[src/rtl/trc_ctl_pkg.sv]
package trc_ctl_pkg;
  localparam int unsigned WORD_W   = 32;
  localparam int unsigned B_PDN    = 0;
  localparam int unsigned B_BCAST  = 8;
  localparam int unsigned B_DBGEN  = 9;
  localparam int unsigned B_PROG   = 10;
  localparam int unsigned B_CYC    = 12;
  localparam int unsigned B_CTX_LO = 14;
  localparam int unsigned B_AUX_LO = 25;
  localparam int unsigned B_RET    = 29;

  localparam logic [WORD_W-1:0] RW_MASK =
      (32'h1 << B_RET) | (32'h7 << B_AUX_LO) | (32'h3 << B_CTX_LO) |
      (32'h1 << B_CYC) | (32'h1 << B_PROG) | (32'h1 << B_DBGEN) |
      (32'h1 << B_BCAST) | (32'h1 << B_PDN);
  localparam logic [WORD_W-1:0] PD_MASK  = (32'h7 << B_AUX_LO) | (32'h1 << B_PDN);
  localparam logic [WORD_W-1:0] RST_WORD = (32'h1 << B_PROG) | (32'h1 << B_PDN);
endpackage

[src/rtl/trc_ctl_rst_sync.sv]
module trc_ctl_rst_sync #(
  parameter int unsigned STAGES = 2
) (
  input  logic clk,
  input  logic rst_n,
  output logic rst_sync_n
);
  logic [STAGES-1:0] sync_q;

  always_ff @(posedge clk or negedge rst_n) begin
    if (!rst_n) sync_q <= '0;
    else        sync_q <= {sync_q[STAGES-2:0], 1'b1};
  end

  assign rst_sync_n = sync_q[STAGES-1];
endmodule

[src/rtl/trc_ctl_regfile.sv]
module trc_ctl_regfile
  import trc_ctl_pkg::*;
(
  input  logic              clk,
  input  logic              rst_n,
  input  logic              wr_en,
  input  logic [WORD_W-1:0] wdata,
  output logic [WORD_W-1:0] cfg_q
);
  logic [WORD_W-1:0] wmask;
  logic [WORD_W-1:0] cfg_d;

  always_comb begin
    wmask = cfg_q[B_PDN] ? PD_MASK : RW_MASK;
    cfg_d = (cfg_q & ~wmask) | (wdata & wmask);
  end

  always_ff @(posedge clk or negedge rst_n) begin
    if (!rst_n)     cfg_q <= RST_WORD;
    else if (wr_en) cfg_q <= cfg_d;
  end
endmodule

[src/rtl/trc_ctl_dbgreq.sv]
module trc_ctl_dbgreq (
  input  logic clk,
  input  logic rst_n,
  input  logic enable,
  input  logic trigger,
  input  logic ack,
  output logic req_q
);
  logic req_d;

  always_comb begin
    req_d = req_q;
    if (ack)                  req_d = 1'b0;
    else if (trigger && enable) req_d = 1'b1;
  end

  always_ff @(posedge clk or negedge rst_n) begin
    if (!rst_n) req_q <= 1'b0;
    else        req_q <= req_d;
  end
endmodule

[src/rtl/trc_ctl_ctxid.sv]
module trc_ctl_ctxid #(
  parameter int unsigned CTX_W = 32
) (
  input  logic [1:0]       sel,
  input  logic [CTX_W-1:0] id_in,
  output logic [CTX_W-1:0] id_out
);
  localparam int unsigned NBYTES = CTX_W / 8;

  for (genvar i = 0; i < NBYTES; i++) begin : g_byte
    logic keep;
    always_comb begin
      case (sel)
        2'b01:   keep = (i < 1);
        2'b10:   keep = (i < 2);
        2'b11:   keep = 1'b1;
        default: keep = 1'b0;
      endcase
    end
    assign id_out[i*8 +: 8] = keep ? id_in[i*8 +: 8] : 8'h00;
  end
endmodule

[src/rtl/trc_ctl_reg.sv]
module trc_ctl_reg
  import trc_ctl_pkg::*;
(
  input  logic        clk,
  input  logic        rst_n,
  input  logic        wr_en,
  input  logic [31:0] wdata,
  input  logic        rd_en,
  output logic [31:0] rdata,
  input  logic        trigger,
  input  logic        dbg_ack,
  output logic        dbg_req,
  input  logic [31:0] ctxid_in,
  output logic [31:0] ctxid_out,
  output logic [1:0]  ctxid_bytes,
  output logic        cyc_acc_en,
  output logic        branch_bcast_en,
  output logic        ret_stack_en,
  output logic        prog_mode,
  output logic [2:0]  aux_ctl,
  output logic        pwr_down,
  output logic        pwr_up
);
  logic              rst_sync_n;
  logic [WORD_W-1:0] cfg_q;

  trc_ctl_rst_sync #(.STAGES(2)) u_rst (
    .clk(clk), .rst_n(rst_n), .rst_sync_n(rst_sync_n)
  );

  trc_ctl_regfile u_regs (
    .clk(clk), .rst_n(rst_sync_n), .wr_en(wr_en), .wdata(wdata), .cfg_q(cfg_q)
  );

  trc_ctl_dbgreq u_dbg (
    .clk(clk), .rst_n(rst_sync_n), .enable(cfg_q[B_DBGEN]),
    .trigger(trigger), .ack(dbg_ack), .req_q(dbg_req)
  );

  trc_ctl_ctxid #(.CTX_W(32)) u_ctx (
    .sel(ctxid_bytes), .id_in(ctxid_in), .id_out(ctxid_out)
  );

  assign rdata           = rd_en ? cfg_q : '0;
  assign ctxid_bytes     = cfg_q[B_CTX_LO +: 2];
  assign cyc_acc_en      = cfg_q[B_CYC];
  assign branch_bcast_en = cfg_q[B_BCAST];
  assign ret_stack_en    = cfg_q[B_RET];
  assign prog_mode       = cfg_q[B_PROG];
  assign aux_ctl         = cfg_q[B_AUX_LO +: 3];
  assign pwr_down        = cfg_q[B_PDN];
  assign pwr_up          = ~cfg_q[B_PDN];
endmodule

[config.mk]
export PLATFORM = sky130hd
export DESIGN_NAME = trc_ctl_reg
export DESIGN_NICKNAME = d
export VERILOG_FILES = /design/src/rtl/trc_ctl_pkg.sv /design/src/rtl/trc_ctl_rst_sync.sv /design/src/rtl/trc_ctl_regfile.sv /design/src/rtl/trc_ctl_dbgreq.sv /design/src/rtl/trc_ctl_ctxid.sv /design/src/rtl/trc_ctl_reg.sv
export SDC_FILE = /design/constraint.sdc
export NUM_CORES = 1
export LEC_CHECK = 0
export ABC_AREA = 1
export ABC_CLOCK_PERIOD_IN_PS = 1100
export BUFFER_PORTS_ARGS = -buffer_cell sky130_fd_sc_hd__clkbuf_2
export CAP_MARGIN = 20
export CORE_MARGIN = 10
export CORE_UTILIZATION = 31
export CTS_BUF_LIST = sky130_fd_sc_hd__clkbuf_4
export CTS_CLUSTER_DIAMETER = 120
export DETAILED_ROUTE_END_ITERATION = 12
export GPL_ROUTABILITY_DRIVEN = 0
export PLACE_DENSITY = 0.82
export SLEW_MARGIN = 20
export SYNTH_ARGS = -nofsm -noshare
export SYNTH_HDL_FRONTEND = slang
export SYNTH_SLANG_ARGS = --single-unit
[constraint.sdc]
create_clock -name clk -period 1.1 [get_ports clk]
set_input_delay 0.11 -clock clk [delete_from_list [all_inputs] [get_ports clk]]
set_output_delay 0.11 -clock clk [all_outputs]
set_load 0.02 [all_outputs]
# [Yosys cells after proc, flatten, opt, wreduce, memory -nomap -nowiden]
# Index checks and enable logic that the tools add are counted.
[totals] regBits=35 out_inout_bits=76 elab_cells=26 inputBits=70
[classes] mux=11 n_eq_ne=3 bitwise_logic=5 n_reduce_logical=4
[op_table] op="$and A32 B32 Y32" n=2
[op_table] op="$mux W32" n=1
[op_table] op="$mux W8" n=4
[op_table] op="$not A32 Y32" n=1
[op_table] op="$or A32 B32 Y32" n=1
[op_table] op="$mux W30" n=1
[op_table] op="$mux W1" n=5
[op_table] op="$eq A2 B2 Y1 const B" n=2
[op_table] op="$reduce_or A3 Y1" n=1
[op_table] op="$eq A2 B1 Y1 const B" n=1
[op_table] op="$reduce_bool A2 Y1" n=1
[op_table] op="$reduce_or A2 Y1" n=1
[op_table] op="$logic_and A1 B1 Y1" n=1
[op_table] op="$not A1 Y1" n=1

# [Depth between registers and ports, before layout]
[depth] depth_word=4 depth_mapped=4 ltp_nobuf=4

# [Cells and area by module]
# From an unflattened synthesis, not the netlist that was laid out.
[hier_totals] hier_cells=211 hier_area_um2=1283.7
[by_module_without_submodules] mod="trc_ctl_regfile" cells_each=68 area_each_um2=591.8 instances=1 seq_area_each_um2=277.8
[by_module_without_submodules] mod="trc_ctl_ctxid" cells_each=68 area_each_um2=319.1 instances=1 seq_area_each_um2=0.0
[by_module_without_submodules] mod="trc_ctl_reg" cells_each=68 area_each_um2=277.8 instances=1 seq_area_each_um2=0.0
[by_module_without_submodules] mod="trc_ctl_rst_sync" cells_each=3 area_each_um2=53.8 instances=1 seq_area_each_um2=50.0
[by_module_without_submodules] mod="trc_ctl_dbgreq" cells_each=4 area_each_um2=41.3 instances=1 seq_area_each_um2=25.0

# [Worst setup path before layout]
# No wires, ideal clock.
[synth_timing] path_kind="reg-to-output" startpoint="register with a tool-made name" endpoint="output port ctxid_out[16]" path_buffers=1 path_slack_ps=-81 stages_incl_launch_ff=4 arrival_ps=1071 cell_sequence="dfrtp_1 > nand2_2 > buf_6 > nor2_1"
[synth_rtl] element="to (decl)" line_no="trc_ctl_reg.sv:14" rtl="output logic [31:0] ctxid_out,"

==> flow_summary.ini <==
[global_routing]
grt_max_degree = 17
grt_pass1_vias = 1312
grt_usage = 0.1231
grt_pass1_wl_mm = 6.285
gr-total-overflow = 0
antenna_found_initial = 0

[setup_path]
startpoint_type = flop
reg2reg_slack_ns = 0.05
cpPeakStageDelay_ns = 0.46
worstSetupEndpointType = output port
critPathRequiredTime_ns = 0.99
worstPathMaxFanout = 8
path_cells = nor2_4 > nor2_1 > buf_4
cp_slowest_cell = dfrtp_2
timing.rr.start = u_regs.cfg_q[0]
cp.arrival_ns = 1.20
path_class = flop to output port
rr_worst_depth = 4
path_buf_inv = 1
crit_family = flip-flops

[hold_path]
hold_path.class = primary input to flop
hold_start = wdata[10]
min_path_cells = 3

[clocking]
htree_levels = 1
root_buffer = clkbuf_4
clock_path_buffers = 2
cts_tree = built
cts_buffers = 3
clkSinkCount = 14
path_clk_slew_ns = 0.08
clock_latency_ns = 0.28

[die]
core_sq_um = 3128
ioPinCount = 146
initial_core_util = 0.3304
die_w_microns = 77.74
die_h_microns = 77.74
row_count = 20
die_area_sq_um = 6044

[logic_synthesis]
synth_commonest_cells = inv_1 (47), nand2_1 (39), nor2_1 (25), buf_4 (22), dfrtp_1 (12)
synth.distinct_cells = 14
synth-xor-area-share = 0
yosysTopAreaCell = dfrtp_1
syn_avg_cell_area_sq_um = 6.226
syn_inst = 166
seq_area_frac_synth = 0.3414
yosys_warnings = 0
synthSimpleGateAreaFrac = 0.2724
async_flop_share = 1.000
yosys.area_share.adder = 0
muxShareOfSynthArea = 0
synth_top_family_by_area = buffers and inverters
yosys_most_used_dff = dfrtp_1
yosysMostFrequentCell = inv_1
synth-compound-area-share = 0.02421
ys_ff_latch = 14
yosys.area.top_type_share = 0.2906
synth-edff-count = 0
synth.cell_area_sq_um = 1033
synthTopCellsByArea = dfrtp_1 (29%), inv_1 (17%), buf_4 (16%)

[sta]
rsz0062_at_grt = true
clock_skew_ns = 0.007150
setup_ws_ns = -0.2098
finalMaxSlewViolations = 0
timing_hold_violations_final = 0
hold_ws_ns = 0.01902
fmax_ghz = 0.7635
setup_viol = 40
min_period_ns = 1.310
timing.final.crit_share = 1.191

[outcome]
status = finished, violations left
violations = setup timing

[final_layout]
final_cells = 322
num_antenna_cells = 0
drive_gt1_frac = 0.4712
nets = 349
finalInstanceArea_sq_um = 1785
area_growth_syn_to_layout_pct = 72.76

[detailed_routing]
drt_iter0_drc = 43
drc = 0
wl_met1_mm = 1.292
top_layer_used = met4
met3WireLength_microns = 673
wl_met2_mm = 2.017
wirelength_mm = 4.038
viasPerCell = 3.925
ant_nets = 0
num_vias = 1264
first_pass_iters = 4
drt-wirelength-per-cell_microns = 12.54

[placed_design]
io_buffers = 103
dp_cells = 311
dpl_cell_area_sq_um = 1515
dp_hpwl_mm = 3.156

[power]
p_leak_uw = 0.001270
power_density_nw_per_um2 = 1121
fin_total_pwr_uw = 2002
max-vdd-ir-drop_uv = 746.5

[run]
drv_cap = 0
==> tightest hold or removal path, cell delays in order <==
cell	delay, ns
clkbuf_2	0.08
nand3_1	0.07
nand2_1	0.05
==> worst max-delay path by stage <==
stage                     slack (ns)  from  depth (start not counted)             to
final                          -0.21  flop                          3   ctxid_out[5]
after global routing           -0.27  flop                          3  ctxid_out[16]
after CTS                      -0.19  flop                          3   ctxid_out[5]
after detailed placement        0.02  flop                          3  ctxid_out[16]
after global placement          0.04  flop                          3  ctxid_out[16]
after floorplan                -0.08  flop                          3  ctxid_out[16]
==> timing repair <==
item                                   4_1_cts  5_1_grt
hold buffers                                 2        0
setup buffers                                2        4
pin swaps                                    1        0
resized for setup                           24       59
endpoints found under the hold margin        3        0
setup endpoints to repair                   39       49
==> metrics by stage <==
step / setup slack (ns) / setup TNS (ns) / utilization
after floorplan: -0.08105 / -0.8105 / -
after global routing: -0.2721 / -8.302 / 0.5708
after global placement: 0.03731 / 0 / 0.4844
after CTS: -0.1905 / -6.153 / 0.5304
after detailed placement: 0.01560 / 0 / 0.4844
final: -0.2098 / -5.836 / 0.5708
==> layout make-up <==
| cell class | instances | area, sq um |
|---|---|---|
| flip-flops and latches | 14 | 355.3 |
| well taps | 44 | 55.05 |
| fillers | 262 | 1343 |
| clock buffers | 3 | 22.52 |
| inverters | 48 | 185.2 |
| clock inverters | 1 | 3.754 |
| repair buffers | 113 | 739.5 |
| multi-input cells | 99 | 424.2 |
==> cell families after synthesis <==
family / count (synthesis)
compound gates: 5
buf+inv: 73
flops: 14
other cells: 2
simple gates: 72
==> routing by layer <==
layer,vias to the layer above,GRT usage
met4,0,0.03467
met5,-,0
met1,525,0.1155
met2,93,0.2164
li1,639,-
met3,7,0.07949
==> power by group <==
part           total (uW)  internal, uW  leakage (uW)  switching, uW
Combinational        1050           426       0.00109            628
Sequential            656           584      0.000166           72.7
Clock                 291           131     0.0000154            160
==> cell usage in the layout (no fill, tap or decap), types with 2 or more instances in the layout <==
cell type	n
nor2_1	21
nand3_1	7
buf_6	12
nand2_1	35
clkbuf_2	77
dfrtp_1	10
o21ai_0	3
nor2_2	3
conb_1	22
dlygate4sd3_1	2
inv_2	2
nand2_2	3
clkbuf_4	3
nand2_4	2
inv_1	44
buf_2	7
dfstp_2	2
inv_4	2
dfrtp_2	2
buf_8	6
buf_4	8
Note: power is estimated with default switching activity, not from simulation.
